`src/rtl/bw_throttle.sv`:
```
module bw_throttle #(
  parameter int CNT_W     = 24,
  parameter int SEL_W     = 3,
  parameter int BASE_LOG2 = 14
) (
  input  logic             clk,
  input  logic             rst_n,
  input  logic [SEL_W-1:0] bw_sel,
  input  logic [CNT_W-1:0] cnt_val,
  input  logic             cnt_upd,
  input  logic             dma_req,
  input  logic             cyc_end,
  output logic             bus_req
);
  localparam int LOG_W = $clog2(BASE_LOG2 + (1 << SEL_W) + 1);

  logic [CNT_W-1:0] ref_cnt;
  logic             hold;

  wire [LOG_W-1:0] blk_log   = LOG_W'(BASE_LOG2 - 1) + LOG_W'(bw_sel);
  wire             thr_on    = |bw_sel;
  wire             going_dn  = cnt_val < ref_cnt;
  wire             non_zero  = |cnt_val;
  wire [CNT_W-1:0] blk_new   = (cnt_val - CNT_W'(1)) >> blk_log;
  wire [CNT_W-1:0] blk_old   = (ref_cnt - CNT_W'(1)) >> blk_log;
  wire             crossed   = blk_new != blk_old;
  wire             hit       = cnt_upd & thr_on & going_dn & non_zero & crossed;

  always_ff @(posedge clk) begin
    if (!rst_n) begin
      ref_cnt <= '0;
      hold    <= 1'b0;
    end else begin
      if (cnt_upd) ref_cnt <= cnt_val;
      if (hit)          hold <= 1'b1;
      else if (cyc_end) hold <= 1'b0;
    end
  end

  assign bus_req = dma_req & ~hold;
endmodule


```
`config.mk`:
```
export PLATFORM = sky130hd
export DESIGN_NAME = bw_throttle
export DESIGN_NICKNAME = d
export VERILOG_FILES = /design/src/rtl/bw_throttle.sv
export SDC_FILE = /design/constraint.sdc
export NUM_CORES = 1
export LEC_CHECK = 0
export BUFFER_PORTS_ARGS = -buffer_cell sky130_fd_sc_hd__buf_2
export CELL_PAD_IN_SITES_DETAIL_PLACEMENT = 2
export CELL_PAD_IN_SITES_GLOBAL_PLACEMENT = 2
export CORE_UTILIZATION = 34
export CTS_BUF_LIST = sky130_fd_sc_hd__clkbuf_8 sky130_fd_sc_hd__clkbuf_16
export DETAILED_ROUTE_END_ITERATION = 10
export PLACE_DENSITY_LB_ADDON = 0.1
export SLEW_MARGIN = 40
export SYNTH_ARGS = -nofsm -noshare
export SYNTH_HDL_FRONTEND = slang
export SYNTH_SLANG_ARGS = --single-unit
```
`constraint.sdc`:
```
create_clock -name clk -period 3 [get_ports clk]
set_input_delay 0.45 -clock clk [delete_from_list [all_inputs] [get_ports clk]]
set_output_delay 0.45 -clock clk [all_outputs]
set_load 0.005 [all_outputs]
```
==> impl_metrics.xml <==
<?xml version="1.0" encoding="UTF-8"?>
<metrics>
  <group name="yosys">
    <metric name="synth_async_sr_flop_share" unit="%">0</metric>
    <metric name="synthesis.yosys.warnings" unit="">0</metric>
    <metric name="synth_enable_flop_cells" unit="">0</metric>
    <metric name="synth.distinct_cells" unit="">45</metric>
    <metric name="postSynthCellCount" unit="">272</metric>
    <metric name="syn-mean-instance-area" unit="µm²">8.271</metric>
    <metric name="syn_area" unit="µm²">2250</metric>
    <metric name="dominantRegCellSynth" unit="">sky130_fd_sc_hd__dfxtp_1</metric>
    <metric name="synth.net_count" unit="">327</metric>
    <metric name="synth_sequential_area_ratio" unit="%">22.25</metric>
    <metric name="synth_seq_cells" unit="">25</metric>
  </group>
  <group name="sta">
    <metric name="finalSetupViolations" unit="">0</metric>
    <metric name="clock_skews" unit="ps">5.852</metric>
    <metric name="finalWorstPathRequiredPeriod" unit="ps">2664</metric>
    <metric name="rsz_0062_raised_after_global_routing" unit="">false</metric>
    <metric name="tightestPinTransition" unit="ps">454.6</metric>
    <metric name="setup_ws_final" unit="ps">336.5</metric>
    <metric name="timing_max_transition_violations_final" unit="">0</metric>
    <metric name="fin_crit_share" unit="%">88.78</metric>
    <metric name="maximum_achievable_frequency" unit="MHz">375.4</metric>
    <metric name="count_of_endpoints_failing_hold_in_the_final_timing_report" unit="">0</metric>
    <metric name="tightest_slew_margin_relative_to_the_limit" unit="%">69.70</metric>
    <metric name="finalSetupTns" unit="ps">0</metric>
  </group>
  <group name="critical_path">
    <metric name="critical_path_class" unit="">input port to register</metric>
    <metric name="critical_path_required" unit="ps">3150</metric>
    <metric name="critical_path.top_delay_family" unit="">simple AND/OR/NAND/NOR gates</metric>
    <metric name="crit_fanout" unit="">6</metric>
    <metric name="cells_along_the_critical_path" unit="">buf_2 -&gt; nor4_1 -&gt; nand4_1 -&gt; or4_1 -&gt; or3_1 -&gt; o21ai_1 -&gt; o211ai_1 -&gt; nor4_2 -&gt; a41oi_1</metric>
    <metric name="timing.critical_path.from_type" unit="">input port</metric>
    <metric name="cp_capture_type" unit="">register</metric>
    <metric name="critical-path-slowest-cell" unit="">sky130_fd_sc_hd__or4_1</metric>
    <metric name="arrival" unit="ps">2810</metric>
    <metric name="worstPathBufferInverterCount" unit="">1</metric>
    <metric name="critical_path.max_stage_delay" unit="ps">640</metric>
  </group>
  <group name="route">
    <metric name="count_of_vias_placed_by_the_detailed_router" unit="">2042</metric>
    <metric name="wl" unit="µm">6278</metric>
    <metric name="antenna_violating_nets_post_route" unit="">0</metric>
    <metric name="drt_pass1_iterations" unit="">4</metric>
    <metric name="drt_first_iter_violations" unit="">21</metric>
    <metric name="detail_route.vias_per_cell" unit="">5.431</metric>
    <metric name="drc_markers" unit="">0</metric>
    <metric name="post_drt_wl_per_cell" unit="µm">16.70</metric>
  </group>
  <group name="place">
    <metric name="dp_hpwl" unit="µm">4987</metric>
    <metric name="io_buffer_count" unit="">32</metric>
    <metric name="placed_cell_area" unit="µm²">2481</metric>
    <metric name="pre_cts_slack" unit="ps">25.72</metric>
    <metric name="gp_congestion" unit="">0.7438</metric>
  </group>
  <group name="cts">
    <metric name="clockBufferDepth" unit="">2</metric>
    <metric name="numClockSinks" unit="">25</metric>
    <metric name="clkLatencyLatePin" unit="ps">280</metric>
    <metric name="postCtsSetupRepairBufs" unit="">0</metric>
    <metric name="cts-buffers-inserted" unit="">3</metric>
    <metric name="cts_hold_repair.buffers" unit="">0</metric>
    <metric name="cts.htree.levels" unit="">1</metric>
    <metric name="clock_input_transition_at_the_sequential_cells_of_the_worst_setup_and_hold_paths" unit="ps">100</metric>
    <metric name="post_cts_resized" unit="">0</metric>
    <metric name="cts-root-buf" unit="">sky130_fd_sc_hd__clkbuf_8</metric>
    <metric name="cts_tree" unit="">done</metric>
  </group>
  <group name="job">
    <metric name="max_cap_viol_count" unit="">0</metric>
  </group>
  <group name="grt">
    <metric name="gr-total-overflow" unit="">0</metric>
    <metric name="first_pass_grt_wire_length" unit="µm">10760</metric>
    <metric name="first_global_vias" unit="">2208</metric>
    <metric name="groute.usage.overall" unit="%">19.07</metric>
    <metric name="antenna_violations_before_repair" unit="">0</metric>
    <metric name="grt_max_degree" unit="">27</metric>
  </group>
  <group name="floorplanning">
    <metric name="io-pin-count" unit="">33</metric>
    <metric name="placementRows" unit="">29</metric>
    <metric name="chipHeight" unit="µm">83.34</metric>
    <metric name="fp.dieArea" unit="µm²">6946</metric>
    <metric name="floorplan.core_area" unit="µm²">6386</metric>
    <metric name="initial_utilization" unit="%">35.23</metric>
    <metric name="chipWidth" unit="µm">83.34</metric>
  </group>
  <group name="pwr">
    <metric name="cell_internal_pwr" unit="µW">574.0</metric>
    <metric name="clock_power_share" unit="%">24.9</metric>
    <metric name="cellPowerDensity" unit="nW/µm²">342.5</metric>
    <metric name="share_seq_of_total_power" unit="%">43.1</metric>
    <metric name="sw_frac_of_total" unit="%">33.69</metric>
    <metric name="total_switching_power" unit="µW">291.6</metric>
    <metric name="max-vdd-ir-drop" unit="µV">124.3</metric>
    <metric name="cellLeakagePower" unit="nW">1.030</metric>
    <metric name="combPwrFrac" unit="%">32.0</metric>
  </group>
  <group name="final_layout">
    <metric name="stdcell_area" unit="µm²">2527</metric>
    <metric name="diodes_inserted" unit="">0</metric>
    <metric name="fin_nets" unit="">355</metric>
    <metric name="synthToLayoutAreaGrowth" unit="%">12.35</metric>
    <metric name="layout_cell_share_with_drive_strength_beyond_1" unit="%">15.05</metric>
  </group>
  <group name="min_path">
    <metric name="min-delay-path-class" unit="">input port to register</metric>
  </group>
  <group name="status">
    <metric name="run_status" unit="">finished clean</metric>
  </group>
</metrics>
-- worst min-delay path: cells and delay by family --
kind / cells / cell delay (ps)
simple gates: 1 / 90
mux: 1 / 70
buf+inv: 1 / 100
-- synth_stat cells (all sizes together) (2+ instances only) --
master	number	share of area, %
a211o	2	0.78
a211oi	2	0.67
a21o	4	1.3
a21oi	8	1.8
a311oi	2	0.78
buf	2	0.44
clkbuf	10	1.7
dfxtp	25	22
ha	23	13
inv	26	4.3
maj3	3	1.3
mux2i	24	11
nand2	7	1.2
nand2b	4	1.1
nand3b	2	0.67
nand4	5	1.4
nor2	14	2.3
nor2b	26	7.2
nor3	14	3.6
nor3b	3	1.2
nor4	9	2.8
o211ai	5	1.7
o21ai	10	2.2
or3	5	1.8
or4	2	0.67
xnor2	16	6.2
xor2	6	2.3
-- logic make-up after synthesis --
| family | count (synthesis) | synth area share, % |
|---|---|---|
| and+or+nand+nor | 93 | 24.53 |
| AOI/OAI and AO/OA | 43 | 12.90 |
| buffers and inverters | 38 | 6.452 |
| adders and majority gates | 26 | 14.13 |
| muxes | 25 | 11.18 |
| DFF | 25 | 22.25 |
| xor gates and xnor gates | 22 | 8.565 |
-- registers in the layout, summed over array words and instances (netlist names) --
| name | cells |
|---|---|
| ref_cnt | 24 |
| hold | 1 |
-- layout make-up --
cell class | count | area [µm²]
well taps | 77 | 96.34
clock inverters | 1 | 5.005
flip-flops and latches | 25 | 500.5
fillers | 767 | 3859
repair buffers | 35 | 182.7
clock buffers | 3 | 41.29
inverters | 26 | 97.59
multi-input cells | 209 | 1604
-- stage by stage --
stage / std cells / power (mW) / hold WS, ps / utilization (%)
2_1_floorplan: 272 / 0.5654 / 505.7 / -
3_3_place_gp: 372 / 0.6529 / 523.0 / 38.85
4_1_cts: 376 / 0.8851 / 462.6 / 39.58
3_5_place_dp: 372 / 0.6630 / 537.1 / 38.85
5_1_grt: 376 / 0.9326 / 474.1 / 39.58
6_report: 376 / 0.8656 / 465.6 / 39.58
-- path summary, 6_finish.rpt --
kind	end	cells past startpoint	slack, ps	startpoint
max	hold	9	340	cnt_val[1]
min	ref_cnt[1]	3	470	cnt_val[1]
max reg2reg	hold	9	500	ref_cnt[8]
min reg2reg	ref_cnt[11]	2	540	ref_cnt[11]
-- power groups by stage --
| stage | sequential (mW) | combinational [mW] | clock, mW |
|---|---|---|---|
| after floorplan | 0.374 | 0.192 | 0 |
| after global placement | 0.381 | 0.272 | 0 |
| after detailed placement | 0.381 | 0.282 | 0 |
| after CTS | 0.374 | 0.284 | 0.228 |
| after global routing | 0.377 | 0.314 | 0.241 |
| final | 0.373 | 0.277 | 0.215 |
-- routing by layer --
metal  part of all wire [%]  vias up  routed length, µm  GRT usage, %
met5                      0        -                  0             0
met4                   0.73        0                 46         3.762
met3                    2.2        4                135         1.690
met2                     51       25               3221         35.84
met1                     46      990               2874         23.52
li1                       -     1023                  -             -
-- cells in the final DEF, fill, tap and decap left out, drive strengths merged, types with 6 or more instances in the layout --
| cell type | n |
|---|---|
| buf | 35 |
| inv | 26 |
| nor2b | 26 |
| dfxtp | 25 |
| mux2i | 24 |
| ha | 23 |
| xnor2 | 16 |
| nor2 | 14 |
| nor3 | 14 |
| o21ai | 10 |
| nor4 | 9 |
| a21oi | 8 |
| nand2 | 7 |
| xor2 | 6 |
No activity file was read; power rests on OpenSTA's default activity.
